**config.mk**
```make
export PLATFORM = sky130hd
export DESIGN_NAME = gated_peak_detector
export DESIGN_NICKNAME = d
export VERILOG_FILES = /design/src/rtl/gpd_pkg.sv /design/src/rtl/gpd_condition.sv /design/src/rtl/gpd_index.sv /design/src/rtl/gpd_window.sv /design/src/rtl/gpd_peak_bank.sv /design/src/rtl/gated_peak_detector.sv
export SDC_FILE = /design/constraint.sdc
export NUM_CORES = 1
export LEC_CHECK = 0
export ABC_AREA = 1
export BUFFER_PORTS_ARGS = -buffer_cell sky130_fd_sc_hd__buf_4
export CELL_PAD_IN_SITES_DETAIL_PLACEMENT = 1
export CELL_PAD_IN_SITES_GLOBAL_PLACEMENT = 2
export CORE_MARGIN = 2
export CORE_UTILIZATION = 37
export CTS_CLUSTER_DIAMETER = 30
export CTS_CLUSTER_SIZE = 8
export DETAILED_ROUTE_END_ITERATION = 8
export HOLD_SLACK_MARGIN = 0.08
export PLACE_DENSITY = 0.92
export SETUP_SLACK_MARGIN = 0.15
export SYNTH_ARGS = -nofsm -noshare
export SYNTH_HDL_FRONTEND = slang
export SYNTH_SLANG_ARGS = --single-unit
```
**constraint.sdc**
```tcl
create_clock -name clk -period 5.2 [get_ports clk]
set_clock_uncertainty 0.1 [all_clocks]
set_input_delay 1.56 -clock clk [delete_from_list [all_inputs] [get_ports clk]]
set_output_delay 1.56 -clock clk [all_outputs]
set_load 0.01 [all_outputs]
```
**src/rtl/gpd_pkg.sv**
```systemverilog
package gpd_pkg;

  typedef enum logic [1:0] {
    COND_FULL = 2'd0,
    COND_POS  = 2'd1,
    COND_NEG  = 2'd2,
    COND_ALT  = 2'd3
  } cond_mode_e;

  // Window membership: start <= idx < start + width, width 0 means disabled.
  function automatic logic in_gate(input int unsigned idx,
                                   input int unsigned start,
                                   input int unsigned width);
    return (width != 0) && (idx >= start) && ((idx - start) < width);
  endfunction

endpackage

```
**src/rtl/gpd_condition.sv**
```systemverilog
module gpd_condition #(
  parameter int SAMPLE_W = 11
) (
  input  logic [1:0]                 mode,
  input  logic signed [SAMPLE_W-1:0] smp,
  output logic [SAMPLE_W-1:0]        mag
);
  import gpd_pkg::*;

  logic [SAMPLE_W-1:0] negated;
  logic                is_neg;

  assign is_neg  = smp[SAMPLE_W-1];
  // Two's-complement negation in SAMPLE_W bits; the most negative code maps to 2^(SAMPLE_W-1).
  assign negated = ~smp + 1'b1;

  always_comb begin
    case (cond_mode_e'(mode))
      COND_POS: mag = is_neg ? '0 : $unsigned(smp);
      COND_NEG: mag = is_neg ? negated : '0;
      default:  mag = is_neg ? negated : $unsigned(smp);
    endcase
  end

endmodule

```
**src/rtl/gpd_index.sv**
```systemverilog
module gpd_index #(
  parameter int TIME_W = 16
) (
  input  logic              clk,
  input  logic              rst_n,
  input  logic              pulse_start,
  input  logic              sample_valid,
  output logic [TIME_W-1:0] cur_idx,
  output logic              armed
);
  localparam logic [TIME_W-1:0] IDX_MAX = '1;

  logic [TIME_W-1:0] cnt_q;
  logic              armed_q;

  assign cur_idx = pulse_start ? '0 : cnt_q;
  assign armed   = armed_q | pulse_start;

  always_ff @(posedge clk or negedge rst_n) begin
    if (!rst_n) begin
      cnt_q   <= '0;
      armed_q <= 1'b0;
    end else begin
      if (sample_valid)
        cnt_q <= (cur_idx == IDX_MAX) ? IDX_MAX : cur_idx + 1'b1;
      else if (pulse_start)
        cnt_q <= '0;
      armed_q <= armed_q | pulse_start;
    end
  end

endmodule

```
**src/rtl/gpd_window.sv**
```systemverilog
module gpd_window #(
  parameter int NUM_GATES = 4,
  parameter int TIME_W    = 16
) (
  input  logic [TIME_W-1:0]           cur_idx,
  input  logic [NUM_GATES*TIME_W-1:0] gate_start,
  input  logic [NUM_GATES*TIME_W-1:0] gate_width,
  output logic [NUM_GATES-1:0]        hit
);
  for (genvar g = 0; g < NUM_GATES; g++) begin : g_gate
    assign hit[g] = gpd_pkg::in_gate(32'(cur_idx),
                                     32'(gate_start[g*TIME_W +: TIME_W]),
                                     32'(gate_width[g*TIME_W +: TIME_W]));
  end

endmodule

```
**src/rtl/gpd_peak_bank.sv**
```systemverilog
module gpd_peak_bank #(
  parameter int SAMPLE_W     = 11,
  parameter int TIME_W       = 16,
  parameter int NUM_CHANNELS = 4,
  parameter int NUM_GATES    = 4
) (
  input  logic                                             clk,
  input  logic                                             rst_n,
  input  logic                                             sample_en,
  input  logic [((NUM_CHANNELS > 1) ? $clog2(NUM_CHANNELS) : 1)-1:0] samp_chan,
  input  logic [NUM_GATES-1:0]                             hit,
  input  logic [SAMPLE_W-1:0]                              mag,
  input  logic [TIME_W-1:0]                                cur_idx,
  input  logic                                             rd_req,
  input  logic [((NUM_CHANNELS > 1) ? $clog2(NUM_CHANNELS) : 1)-1:0] rd_chan,
  input  logic [((NUM_GATES > 1) ? $clog2(NUM_GATES) : 1)-1:0]       rd_gate,
  output logic                                             rd_valid,
  output logic [((NUM_CHANNELS > 1) ? $clog2(NUM_CHANNELS) : 1)-1:0] rd_chan_tag,
  output logic [((NUM_GATES > 1) ? $clog2(NUM_GATES) : 1)-1:0]       rd_gate_tag,
  output logic                                             rd_seen,
  output logic [SAMPLE_W-1:0]                              rd_peak,
  output logic [TIME_W-1:0]                                rd_tof,
  output logic [NUM_CHANNELS*NUM_GATES-1:0]                take_vec
);
  localparam int CH_W    = (NUM_CHANNELS > 1) ? $clog2(NUM_CHANNELS) : 1;
  localparam int GATE_W  = (NUM_GATES > 1) ? $clog2(NUM_GATES) : 1;
  localparam int ENTRIES = NUM_CHANNELS * NUM_GATES;

  logic [SAMPLE_W-1:0] peak_q [ENTRIES];
  logic [TIME_W-1:0]   tof_q  [ENTRIES];
  logic [ENTRIES-1:0]  seen_q;
  logic [ENTRIES-1:0]  rd_sel;

  for (genvar e = 0; e < ENTRIES; e++) begin : g_entry
    localparam int CI = e / NUM_GATES;
    localparam int GI = e % NUM_GATES;
    logic upd;

    assign upd         = sample_en && (samp_chan == CH_W'(CI)) && hit[GI];
    assign rd_sel[e]   = rd_req && (rd_chan == CH_W'(CI)) && (rd_gate == GATE_W'(GI));
    // A racing read empties the entry first, so the sample always seeds it.
    assign take_vec[e] = upd && (rd_sel[e] || !seen_q[e] || (mag > peak_q[e]));

    always_ff @(posedge clk or negedge rst_n) begin
      if (!rst_n) begin
        peak_q[e] <= '0;
        tof_q[e]  <= '0;
        seen_q[e] <= 1'b0;
      end else if (take_vec[e]) begin
        peak_q[e] <= mag;
        tof_q[e]  <= cur_idx;
        seen_q[e] <= 1'b1;
      end else if (rd_sel[e]) begin
        peak_q[e] <= '0;
        tof_q[e]  <= '0;
        seen_q[e] <= 1'b0;
      end
    end
  end

  logic [SAMPLE_W-1:0] mux_peak;
  logic [TIME_W-1:0]   mux_tof;
  logic                mux_seen;

  always_comb begin
    mux_peak = '0;
    mux_tof  = '0;
    mux_seen = 1'b0;
    for (int e = 0; e < ENTRIES; e++) begin
      if (rd_sel[e]) begin
        mux_peak = peak_q[e];
        mux_tof  = tof_q[e];
        mux_seen = seen_q[e];
      end
    end
  end

  always_ff @(posedge clk or negedge rst_n) begin
    if (!rst_n) begin
      rd_valid    <= 1'b0;
      rd_chan_tag <= '0;
      rd_gate_tag <= '0;
      rd_seen     <= 1'b0;
      rd_peak     <= '0;
      rd_tof      <= '0;
    end else begin
      rd_valid    <= rd_req;
      rd_chan_tag <= rd_chan;
      rd_gate_tag <= rd_gate;
      rd_seen     <= mux_seen;
      rd_peak     <= mux_peak;
      rd_tof      <= mux_tof;
    end
  end

endmodule

```
**src/rtl/gated_peak_detector.sv**
```systemverilog
module gated_peak_detector #(
  parameter int SAMPLE_W     = 11,
  parameter int TIME_W       = 16,
  parameter int NUM_CHANNELS = 4,
  parameter int NUM_GATES    = 4,
  localparam int CH_W        = (NUM_CHANNELS > 1) ? $clog2(NUM_CHANNELS) : 1,
  localparam int GATE_W      = (NUM_GATES > 1) ? $clog2(NUM_GATES) : 1
) (
  input  logic                          clk,
  input  logic                          rst_n,
  input  logic [1:0]                    cond_mode,
  input  logic [NUM_GATES*TIME_W-1:0]   gate_start,
  input  logic [NUM_GATES*TIME_W-1:0]   gate_width,
  input  logic                          pulse_start,
  input  logic                          sample_valid,
  input  logic [CH_W-1:0]               sample_chan,
  input  logic signed [SAMPLE_W-1:0]    sample_data,
  input  logic                          rd_req,
  input  logic [CH_W-1:0]               rd_chan,
  input  logic [GATE_W-1:0]             rd_gate,
  output logic                          rd_valid,
  output logic [CH_W-1:0]               rd_chan_tag,
  output logic [GATE_W-1:0]             rd_gate_tag,
  output logic                          rd_seen,
  output logic [SAMPLE_W-1:0]           rd_peak,
  output logic [TIME_W-1:0]             rd_tof
);
  localparam int ENTRIES = NUM_CHANNELS * NUM_GATES;

  // Internal events brought out by name for the checker.
  logic [TIME_W-1:0]    cur_idx;
  logic                 armed_now;
  logic [NUM_GATES-1:0] gate_hit;
  logic [SAMPLE_W-1:0]  cond_mag;
  logic [ENTRIES-1:0]   take_vec;
  logic                 sample_en;

  assign sample_en = sample_valid && armed_now;

  gpd_condition #(.SAMPLE_W(SAMPLE_W)) u_cond (
    .mode (cond_mode),
    .smp  (sample_data),
    .mag  (cond_mag)
  );

  gpd_index #(.TIME_W(TIME_W)) u_index (
    .clk          (clk),
    .rst_n        (rst_n),
    .pulse_start  (pulse_start),
    .sample_valid (sample_valid),
    .cur_idx      (cur_idx),
    .armed        (armed_now)
  );

  gpd_window #(.NUM_GATES(NUM_GATES), .TIME_W(TIME_W)) u_window (
    .cur_idx    (cur_idx),
    .gate_start (gate_start),
    .gate_width (gate_width),
    .hit        (gate_hit)
  );

  gpd_peak_bank #(
    .SAMPLE_W     (SAMPLE_W),
    .TIME_W       (TIME_W),
    .NUM_CHANNELS (NUM_CHANNELS),
    .NUM_GATES    (NUM_GATES)
  ) u_bank (
    .clk         (clk),
    .rst_n       (rst_n),
    .sample_en   (sample_en),
    .samp_chan   (sample_chan),
    .hit         (gate_hit),
    .mag         (cond_mag),
    .cur_idx     (cur_idx),
    .rd_req      (rd_req),
    .rd_chan     (rd_chan),
    .rd_gate     (rd_gate),
    .rd_valid    (rd_valid),
    .rd_chan_tag (rd_chan_tag),
    .rd_gate_tag (rd_gate_tag),
    .rd_seen     (rd_seen),
    .rd_peak     (rd_peak),
    .rd_tof      (rd_tof),
    .take_vec    (take_vec)
  );

endmodule

```
* Yosys cells after proc, flatten, opt, wreduce, memory -nomap -nowiden
Index checks and enable logic that the tools add are counted. W data, S select, Z words.
Word-level totals: output and inout bits 33, bits in registers 498, input port bits 152, logic and storage cells 387
Operators by class: mux-type cells 151, equal/unequal tests 12, $add $sub $neg 6, reductions and logical operators 136, bitwise logic cells 2, order comparisons 24
Operator list (number):
- $mux W16 | 51
- $mux W11 | 50
- $gt A11 B11 Y1 | 16
- $lt A32 B16 Y1 | 4
- $sub A16 B16 Y17 | 4
- $logic_and A1 B1 Y1 | 65
- $ge A16 B16 Y1 | 4
- $reduce_bool A16 Y1 | 4
- $mux W1 | 48
- $logic_or A1 B1 Y1 | 32
- $reduce_bool A2 Y1 | 16
- $pmux W11 S2 | 1
- $add A16 B1 Y16 const B | 1
- $eq A16 B16 Y1 const B | 1
- $logic_not A1 Y1 | 16
- $eq A2 B2 Y1 const B | 7
- $add A11 B1 Y11 const B | 1
- $not A11 Y11 | 1
- $mux W10 | 1
- $eq A2 B1 Y1 const B | 4
- $logic_not A2 Y1 | 3
- $or A1 B1 Y1 | 1

* Longest topological paths before layout
Gate-level depths: netlist of the first run.
depth in word-level cells 19, gate-level depth with buffers 27, gate-level depth less buffers 24

* Hierarchy
Synthesis of the first run repeated with hierarchy kept, for this count alone.
Second synthesis, totals: cell total of the unflattened synthesis 4885, area, all modules 34166.5 µm²
By module, submodules not included:
- gpd_peak_bank | area an instance 26894.5 µm², times used 1, cells each 3588, sequential area each 12036.5 µm²
- gpd_window | area an instance 5695.5 µm², times used 1, cells each 1042, sequential area each 0.0 µm²
- gpd_index | area an instance 1149.9 µm², times used 1, cells each 164, sequential area each 425.4 µm²
- gpd_condition | area an instance 419.2 µm², times used 1, cells each 89, sequential area each 0.0 µm²
- gated_peak_detector | area an instance 7.5 µm², times used 1, cells each 2, sequential area each 0.0 µm²

* Worst setup path after synthesis of the first run
OpenSTA, ideal clock, no wires.
path kind input to register, start input pulse_start, end register u_bank.peak_q[138] in the netlist's numbering, stages on the path 26, path slack -0.514 ns, library setup time 0.120 ns, path buffers 4, required time 4.980 ns, arrival time 5.494 ns, cells stage by stage buf_2 > nor2_1 > clkbuf_1 > ha_1 > nand3_1 > nor2_1 > nor2_1 > nor2_1 > or2_2 > nand2_1 > o311ai_0 > xor2_1 > inv_1 > ha_1 > nand2_1 > inv_1 > nand3_1 > inv_1 > a21oi_1 > nand3_1 > nor2_2 > buf_4 > nand3_4 > buf_2 > nand3_1 > nand2_1
Between the ends: longest elaborated chain between the ends 7, elaborated cells on any way between the ends 13, classes of those cells 1 x add/sub; 2 x order compare; 2 x mux; 1 x bitwise; 7 x reduce/logical
Ends and longest elaborated chain:
- from (decl) | RTL line gated_peak_detector.sv:14 | input logic pulse_start,
- $mux W16
- $sub A16 B16 Y17 or $ge A16 B16 Y1 (tied branches) | RTL line gpd_pkg.sv:14 | return (width != 0) && (idx >= start) && ((idx - start) < width);
- $lt A32 B16 Y1 or $logic_and A1 B1 Y1 (tied branches) | RTL line gpd_pkg.sv:14
- $logic_and A1 B1 Y1 | RTL line gpd_pkg.sv:14
- $logic_and A1 B1 Y1 * | RTL line gpd_peak_bank.sv:39 | assign upd = sample_en && (samp_chan == CH_W'(CI)) && hit[GI];
- $logic_and A1 B1 Y1 * | RTL line gpd_peak_bank.sv:42 | assign take_vec[e] = upd && (rd_sel[e] || !seen_q[e] || (mag > peak_q[e]));
- $mux W11 or $reduce_bool A2 Y1 (tied branches)
- to (signal, indexed assignment) | RTL line gpd_peak_bank.sv:50 | peak_q[e] <= mag;
- to (decl) | RTL line gpd_peak_bank.sv:29 | logic [SAMPLE_W-1:0] peak_q [ENTRIES];
Mark *: on every way between the ends. The rest lies on a longest branch, timed or not. A chain may end at the register's enable or synchronous reset.

* Worst setup path in the final report of the first run
start input cond_mode[0], end register u_bank.tof_q[57] in the netlist's numbering
Between the ends: longest elaborated chain between the ends 6, elaborated cells on any way between the ends 8, classes of those cells 1 x order compare; 2 x eq/ne; 2 x mux; 3 x reduce/logical
Ends and longest elaborated chain:
- from (decl) | RTL line gated_peak_detector.sv:11 | input logic [1:0] cond_mode,
- $eq A2 B2 Y1 or $eq A2 B1 Y1 (tied branches) | RTL line gpd_condition.sv:18 | case (cond_mode_e'(mode))
- $pmux W11 S2 * | RTL line gpd_condition.sv:18
- $gt A11 B11 Y1 * | RTL line gpd_peak_bank.sv:42
- $logic_or A1 B1 Y1 * | RTL line gpd_peak_bank.sv:42
- $logic_and A1 B1 Y1 * | RTL line gpd_peak_bank.sv:42
- $mux W16 or $reduce_bool A2 Y1 (tied branches)
- to (signal, indexed assignment) | RTL line gpd_peak_bank.sv:51 | tof_q[e] <= cur_idx;
- to (decl) | RTL line gpd_peak_bank.sv:30 | logic [TIME_W-1:0] tof_q [ENTRIES];
Marks and branches as above.

==> results of run 1 <==
[what timing repair did]
action,CTS,global route
hold buffers,0,0
setup endpoints to repair,0,396
gates resized for setup,0,23
setup buffers,0,14
[placed cells by master (no fill, tap or decap), types with 5 or more instances in the layout]
cell / Yosys / layout
or2_2: 47 / 47
clkbuf_1: 160 / 28
inv_2: 6 / 8
nand2_2: 5 / 6
nor2_1: 190 / 169
xor2_1: 36 / 36
xnor2_1: 23 / 23
buf_12: 0 / 54
o2111ai_1: 12 / 12
nand3_2: 7 / 8
nor3_1: 24 / 21
nor2_4: 3 / 10
clkinvlp_4: 0 / 7
clkbuf_16: 0 / 120
nor2_2: 6 / 20
nand3_1: 578 / 577
a21oi_2: 0 / 6
a31oi_1: 13 / 11
clkinv_2: 0 / 15
nand3_4: 6 / 6
o21ai_0: 100 / 98
inv_1: 465 / 465
dfrtp_1: 498 / 498
nand4_1: 572 / 572
a21oi_1: 237 / 230
clkbuf_8: 0 / 22
a21o_1: 8 / 8
clkinv_1: 11 / 6
ha_1: 304 / 299
a211oi_1: 5 / 5
nor4_1: 23 / 23
bufinv_16: 0 / 13
buf_4: 5 / 473
o21a_1: 6 / 6
nand2_1: 1058 / 1057
[through the flow]
step	setup TNS (ps)	instance area, µm²	std cells
after floorplan	0	34510	4581
after global placement	-57650	39330	6051
after detailed placement	-112410	39330	6051
after CTS	0	43210	6259
after global routing	0	43650	6281
final	0	43650	6281
[metal layers]
metal,wire [µm],part of all wire,vias up
li1,-,-,16540
met1,58440,0.41,18190
met2,67680,0.48,1361
met3,8607,0.061,405
met4,7215,0.051,6
met5,27,0.00019,-
[state kept, by name, summed over array words and instances (netlist names)]
| name | cells |
|---|---|
| u_bank.rd_valid | 1 |
| u_bank.rd_seen | 1 |
| u_bank.peak_q | 176 |
| u_bank.rd_gate_tag | 2 |
| u_index.cnt_q | 16 |
| u_index.armed_q | 1 |
| u_bank.rd_chan_tag | 2 |
| u_bank.rd_peak | 11 |
| u_bank.tof_q | 256 |
| u_bank.seen_q | 16 |
| u_bank.rd_tof | 16 |
[logic make-up (layout without fill, tap and decap cells)]
family,Yosys count,after routing,synth area share
AND/OR/NAND/NOR,2537,2537,0.3548
buffers and inverters,774,1229,0.08993
AO/OA/AOI/OAI,404,406,0.06377
XOR/XNOR,60,60,0.01552
flip-flops,498,498,0.3629
adder cells (fa/ha/maj),308,308,0.1131
[power by group]
part	total (µW)	internal (µW)	switching (µW)
sequential	3960	3930	29.1
combinational	1830	640	1190
clock	7270	4940	2330
[how the worst min path moves through the flow]
stage | startpoint | to | slack, ps
after global placement | u_index.armed_q | u_index.armed_q | 340
final | u_bank.tof_q[100] | u_bank.tof_q[100] | 390
after floorplan | u_index.armed_q | u_index.armed_q | 320
after detailed placement | u_index.armed_q | u_index.armed_q | 350
after global routing | u_bank.tof_q[107] | u_bank.tof_q[107] | 410
after CTS | u_bank.tof_q[100] | u_bank.tof_q[100] | 390
[cell type report]
class,instances,area share
flip-flops and latches,498,0.2855
repair buffers,539,0.1116
inverters,482,0.04162
clock buffers,164,0.07470
multi-input cells,3311,0.4368
clock inverters,44,0.01419
well taps,1243,0.03563
[critical path: stages]
cell       delay (ps)
buf_4              80
inv_1              30
ha_1              290
o21ai_0           110
inv_1             100
nor2_1             40
inv_1              80
o21ai_0           390
a21oi_2          1070
ha_1              410
nand2_1           110
o21ai_0           110
nand3_1            80
o2111ai_1         100
nand2_1           180
nand3_2           160
nand3_2           150
buf_12            210
nand3_1           130
nand2_1           100
==> flow_metrics.env, run 1 <==
export IMPL_netlist_area_mm2=0.03434
export IMPL_busiest_layer="met2"
export IMPL_num_antenna_cells=0
export IMPL_leakagePower_uw=0.02232
export IMPL_fin_nets=5405
export IMPL_nFillCells=11240
export IMPL_critPathKind="input pin to register"
export IMPL_drv_slew=0
export IMPL_ys_seq_area_frac=0.3629
export IMPL_syn2layout_area_growth_pct=27.11
export IMPL_grt_util_met2=0.4831
export IMPL_rsz0062_at_grt="true"
export IMPL_worst_slew_margin_rel=0.1538
export IMPL_drcViolationCount=0
export IMPL_syn_instance_count=4581
export IMPL_dr_total_vias=36500
export IMPL_critPathRequiredTime_ps=5690
export IMPL_fin_util=0.4755
export IMPL_place_ws_ps=-369.3
export IMPL_synth_most_common_cell="nand2_1"
export IMPL_grt_max_degree=113
export IMPL_avgViaCountPerCell=5.811
export IMPL_grt_met1_usage=0.3661
export IMPL_powerDensity_mw_per_mm2=299.1
export IMPL_r2r_start="u_index.cnt_q[2]"
export IMPL_whs_ps=387.9
export IMPL_cts_sinks=498
export IMPL_grt_pass1_wl_mm=217.0
export IMPL_start_util=0.3740
export IMPL_critPathCaptureType="register"
export IMPL_dp_hpwl_mm=94.20
export IMPL_critPathCapture="u_bank.tof_q[57]"
export IMPL_hold_violations=0
export IMPL_yosys_area_top_type="dfrtp_1"
export IMPL_critPathLaunch="cond_mode[0]"
export IMPL_drtPass1Iterations=6
export IMPL_clk_path_buf_depth=3
export IMPL_max_freq_mhz=200.0
export IMPL_numCtsBuffers=113
export IMPL_synth_seq_cells=498
export IMPL_synth_top_cell_area_share=0.3629
export IMPL_root_buffer="clkbuf_16"
export IMPL_multiInputGateArea_mm2=0.01906
export IMPL_drt_total_wl_mm=142.0
export IMPL_rrSetupSlack_ps=1060
export IMPL_seq_area_mm2=0.01246
export IMPL_whs_path_depth=2
export IMPL_drv_cap=0
export IMPL_drive_above_1_share=0.1717
export IMPL_grt_total_usage=0.2896
export IMPL_post_route_min_period_ps=5001
export IMPL_postSynthAreaPerCell_um2=7.496
export IMPL_ff2ff_path_depth=24
export IMPL_ios=185
export IMPL_ir_drop_mv=0.2445
export IMPL_overflow=0
export IMPL_reg2reg_to="u_bank.peak_q[84]"
export IMPL_hold_class="register to register"
export IMPL_synthArstFlopShare=1.000
export IMPL_drt_initial_drc_count=2760
export IMPL_final_antenna_net_count=0
export IMPL_synth_edf_count=0
export IMPL_antenna_found_initial=3
export IMPL_die_x_um=308.6
export IMPL_cts_tree="done"
export IMPL_coreArea_mm2=0.09180
export IMPL_fin_ws_ps=199.3
export IMPL_cp_start_kind="input pin"
export IMPL_ys_warn_count=0
export IMPL_core_rowCount=111
export IMPL_yosys_most_used_dff="dfrtp_1"
export IMPL_cts_max_level=3
export IMPL_use_met3=0.03871
export IMPL_clk_latency_ps=690
export IMPL_critPathArrivalTime_ps=5500
export IMPL_synth_fp_nets=5041
export IMPL_finalPower_uw=13060
export IMPL_die_h_um=308.6
export IMPL_finalCritPeriodShare=0.9617
export IMPL_port_buffers=184
export IMPL_clk_pin_slew_worst_paths_ps=50
export IMPL_synth_common_cells="nand2_1, nand3_1, nand4_1"
export IMPL_place_congestion=0.9017
export IMPL_yosys_top_cells_area="dfrtp_1, nand2_1, ha_1"
export IMPL_die_area_mm2=0.09526
export IMPL_ys_types=52
export IMPL_worst_pin_slew_ps=1269
export IMPL_worst_path_max_fanout=28
export IMPL_outcome="finished clean"
export IMPL_final_setup_viol_count=0
export IMPL_wl_per_cell_um=22.60
export IMPL_grt_pass1_vias=38070
(Power assumes the default switching activity.)
==> run 2: changes to the inputs <==
--- a/config.mk
+++ b/config.mk
@@ -8,14 +8,14 @@
 export ABC_AREA = 1
 export BUFFER_PORTS_ARGS = -buffer_cell sky130_fd_sc_hd__buf_4
 export CELL_PAD_IN_SITES_DETAIL_PLACEMENT = 1
-export CELL_PAD_IN_SITES_GLOBAL_PLACEMENT = 2
+export CELL_PAD_IN_SITES_GLOBAL_PLACEMENT = 1
 export CORE_MARGIN = 2
-export CORE_UTILIZATION = 37
+export CORE_UTILIZATION = 47
 export CTS_CLUSTER_DIAMETER = 30
 export CTS_CLUSTER_SIZE = 8
 export DETAILED_ROUTE_END_ITERATION = 8
 export HOLD_SLACK_MARGIN = 0.08
-export PLACE_DENSITY = 0.92
+export PLACE_DENSITY = 0.93
 export SETUP_SLACK_MARGIN = 0.15
 export SYNTH_ARGS = -nofsm -noshare
 export SYNTH_HDL_FRONTEND = slang
==> flow_metrics.env, run 2 <==
export IMPL_cts_max_level=3
export IMPL_netlist_area_mm2=0.03434
export IMPL_synth_fp_nets=5041
export IMPL_die_h_um=274.3
export IMPL_core_rowCount=99
export IMPL_error="[ERROR GRT-0232] Routing congestion too high. Check the congestion heatmap in the GUI."
export IMPL_root_buffer="clkbuf_16"
export IMPL_die_x_um=274.3
export IMPL_synth_top_cell_area_share=0.3629
export IMPL_syn_instance_count=4581
export IMPL_dp_cells=5766
export IMPL_yosys_top_cells_area="dfrtp_1, nand2_1, ha_1"
export IMPL_postSynthAreaPerCell_um2=7.496
export IMPL_numCtsBuffers=102
export IMPL_clk_path_buf_depth=3
export IMPL_synth_edf_count=0
export IMPL_yosys_area_top_type="dfrtp_1"
export IMPL_synth_common_cells="nand2_1, nand3_1, nand4_1"
export IMPL_ios=185
export IMPL_place_congestion=0.9348
export IMPL_yosys_most_used_dff="dfrtp_1"
export IMPL_grt_max_degree=113
export IMPL_synth_seq_cells=498
export IMPL_cts_sinks=498
export IMPL_ys_types=52
export IMPL_failing_step="global routing"
export IMPL_synth_most_common_cell="nand2_1"
export IMPL_overflow=692
export IMPL_start_util=0.4731
export IMPL_outcome="aborted with a tool error"
export IMPL_ys_warn_count=0
export IMPL_synthArstFlopShare=1.000
export IMPL_dp_hpwl_mm=103.4
export IMPL_place_ws_ps=-586.0
export IMPL_grt_total_usage=0.8671
export IMPL_ys_seq_area_frac=0.3629
export IMPL_port_buffers=184
-- run 2: cell counts after synthesis --
Identical to the previous run, type by type.
-- run 2: kinds of logic after synthesis --
group           count (synthesis)  share of synthesized area
simple gates                 2537                     0.3548
buf+inv                       774                    0.08993
flops                         498                     0.3629
compound gates                404                    0.06377
fa+ha+maj                     308                     0.1131
xor+xnor                       60                    0.01552
-- run 2: routing by layer --
layer | overflow | track usage
met3 | 80 | 0.8067
met2 | 286 | 0.9547
met1 | 59 | 0.8429
met5 | 12 | 0.6573
met4 | 255 | 0.8862
-- run 2: timing repair --
item,in CTS
hold buffers,0
setup endpoints to repair,448
hold endpoints to repair,0
gates resized for setup,145
cloned,12
pin swaps,50
setup buffers,55
-- run 2: through the flow --
step                  util  area (µm²)
floorplan                -       34510
global placement    0.5344       38790
detailed placement  0.5344       38790
CTS                 0.6072       44080
==> run 3: changes to the inputs <==
--- a/config.mk
+++ b/config.mk
@@ -7,16 +7,10 @@
 export LEC_CHECK = 0
 export ABC_AREA = 1
 export BUFFER_PORTS_ARGS = -buffer_cell sky130_fd_sc_hd__buf_4
-export CELL_PAD_IN_SITES_DETAIL_PLACEMENT = 1
-export CELL_PAD_IN_SITES_GLOBAL_PLACEMENT = 1
 export CORE_MARGIN = 2
-export CORE_UTILIZATION = 47
-export CTS_CLUSTER_DIAMETER = 30
-export CTS_CLUSTER_SIZE = 8
+export CORE_UTILIZATION = 34
 export DETAILED_ROUTE_END_ITERATION = 8
-export HOLD_SLACK_MARGIN = 0.08
-export PLACE_DENSITY = 0.93
-export SETUP_SLACK_MARGIN = 0.15
+export PLACE_DENSITY_LB_ADDON = 0.15
 export SYNTH_ARGS = -nofsm -noshare
 export SYNTH_HDL_FRONTEND = slang
 export SYNTH_SLANG_ARGS = --single-unit
==> flow_metrics.env, run 3 (synthesis gave the netlist of run 1 again) <==
export IMPL_outcome="finished clean"
export IMPL_drive_above_1_share=0.1617
export IMPL_dp_hpwl_mm=88.53
export IMPL_finalCritPeriodShare=0.9361
export IMPL_rsz0062_at_grt="true"
export IMPL_fin_nets=5390
export IMPL_grt_pass1_wl_mm=195.5
export IMPL_antenna_found_initial=1
export IMPL_root_buffer="clkbuf_16"
export IMPL_slowest_delay_ps=320
export IMPL_port_buffers=184
export IMPL_cts_max_level=2
export IMPL_worst_path_max_fanout=27
export IMPL_overflow=0
export IMPL_final_setup_viol_count=0
export IMPL_clk_path_buf_depth=3
export IMPL_largest_reg_flops=256
export IMPL_hold_violations=0
export IMPL_grt_pass1_vias=32960
export IMPL_holdBufCountCts=0
export IMPL_avgViaCountPerCell=5.412
export IMPL_largest_register="u_bank.tof_q"
export IMPL_max_freq_mhz=205.4
export IMPL_coreArea_mm2=0.1001
export IMPL_die_x_um=321.8
export IMPL_drcViolationCount=0
export IMPL_critPathRequiredTime_ps=5670
export IMPL_design_area_mm2=0.04181
export IMPL_ir_drop_mv=0.2680
export IMPL_syn2layout_area_growth_pct=21.76
export IMPL_hold_class="register to register"
export IMPL_wl_per_cell_um=19.95
export IMPL_post_route_min_period_ps=4868
export IMPL_critPathKind="input pin to register"
export IMPL_place_congestion=0.8921
export IMPL_worst_slew_margin_rel=0.2224
export IMPL_placed_cell_area_mm2=0.03987
export IMPL_dr_total_vias=33970
export IMPL_final_antenna_net_count=0
export IMPL_cts_post_setup_buffers_inserted=0
export IMPL_critPathArrivalTime_ps=5340
export IMPL_top_regs="u_bank.tof_q (256), u_bank.peak_q (176)"
export IMPL_grt_total_usage=0.2398
export IMPL_layout_commonest_cell="nand2_1"
export IMPL_drv_cap=0
export IMPL_cts_tree="done"
export IMPL_start_util=0.3429
export IMPL_die_area_mm2=0.1036
export IMPL_drv_slew=0
export IMPL_ios=185
export IMPL_rrSetupSlack_ps=1040
export IMPL_clk_latency_ps=640
export IMPL_die_h_um=321.8
export IMPL_worst_pin_slew_ps=1165
export IMPL_core_rowCount=116
export IMPL_numCtsBuffers=56
export IMPL_powerDensity_mw_per_mm2=236.2
export IMPL_leakagePower_uw=0.02151
export IMPL_drt_initial_drc_count=2997
export IMPL_final_cell_mix="nand2_1, nand3_1, nand4_1, buf_4, dfrtp_1"
export IMPL_drtPass1Iterations=6
export IMPL_critPathSlowestCell="buf_4"
export IMPL_fin_tns_setup_ps=0
export IMPL_clk_pin_slew_worst_paths_ps=60
export IMPL_drt_total_wl_mm=125.2
export IMPL_cp_start_kind="input pin"
export IMPL_grt_max_degree=113
export IMPL_critPathCaptureType="register"
export IMPL_cts_sinks=498
==> run 3: stage by stage <==
step                power, µW  hold WS (ps)  setup WS [ps]  std cells    util
floorplan                4918         323.2         -60.35       4581       -
global placement         5737         351.5         -379.2       6170  0.3981
detailed placement       5751         334.4         -308.1       6170  0.3981
CTS                      9964         349.3          321.3       6276  0.4174
global route            10300         384.6         -19.03       6277  0.4175
finish                   9876         348.3          332.3       6277  0.4175
==> run 3: metal layers <==
layer | track usage | wire [µm] | vias to the layer above
met2 | 0.3929 | 58350 | 985
li1 | - | - | 16480
met4 | 0.07009 | 3525 | 0
met3 | 0.02062 | 5965 | 168
met1 | 0.3363 | 57370 | 16340
met5 | 0 | 0 | -
==> run 3: layout make-up <==
type / count / area (µm²)
Inverter: 482 / 1810
Sequential cell: 498 / 12460
Clock inverter: 25 / 252.7
Timing Repair Buffer: 583 / 5022
Clock buffer: 81 / 1678
Antenna cell: 1 / 2.502
Fill cell: 10430 / 58340
Tap cell: 1298 / 1624
Multi-Input combinational cell: 3309 / 18960
==> run 3: what timing repair did <==
action / CTS / global route
setup endpoints to repair: 0 / 87
hold endpoints to repair: 0 / 0
resized for setup: 0 / 6
==> run 3: final timing paths <==
check,depth (start not counted),endpoint,startpoint
hold / removal,1,u_index.armed_q,u_index.armed_q
setup / recovery,26,u_bank.peak_q[132],pulse_start
setup reg to reg,24,u_bank.tof_q[93],u_index.cnt_q[2]
max in group asynchronous,2,u_bank.tof_q[8],rst_n
min in group asynchronous,1,u_bank.tof_q[252],rst_n
hold reg to reg,1,u_index.armed_q,u_index.armed_q
==> run 3: critical path, delay by kind of cell <==
kind | cells | cell delay [ps]
adder cells (fa/ha/maj) | 2 | 500
XOR/XNOR | 1 | 170
buffers and inverters | 8 | 1060
AND/OR/NAND/NOR | 11 | 1390
AO/OA/AOI/OAI | 4 | 600
==> run 3: report_power, final <==
part	leakage [µW]	total (µW)	switching (µW)	internal, µW
clock	0.000949	4190	1750	2440
combinational	0.0136	1750	1130	621
sequential	0.00691	3940	22.9	3910
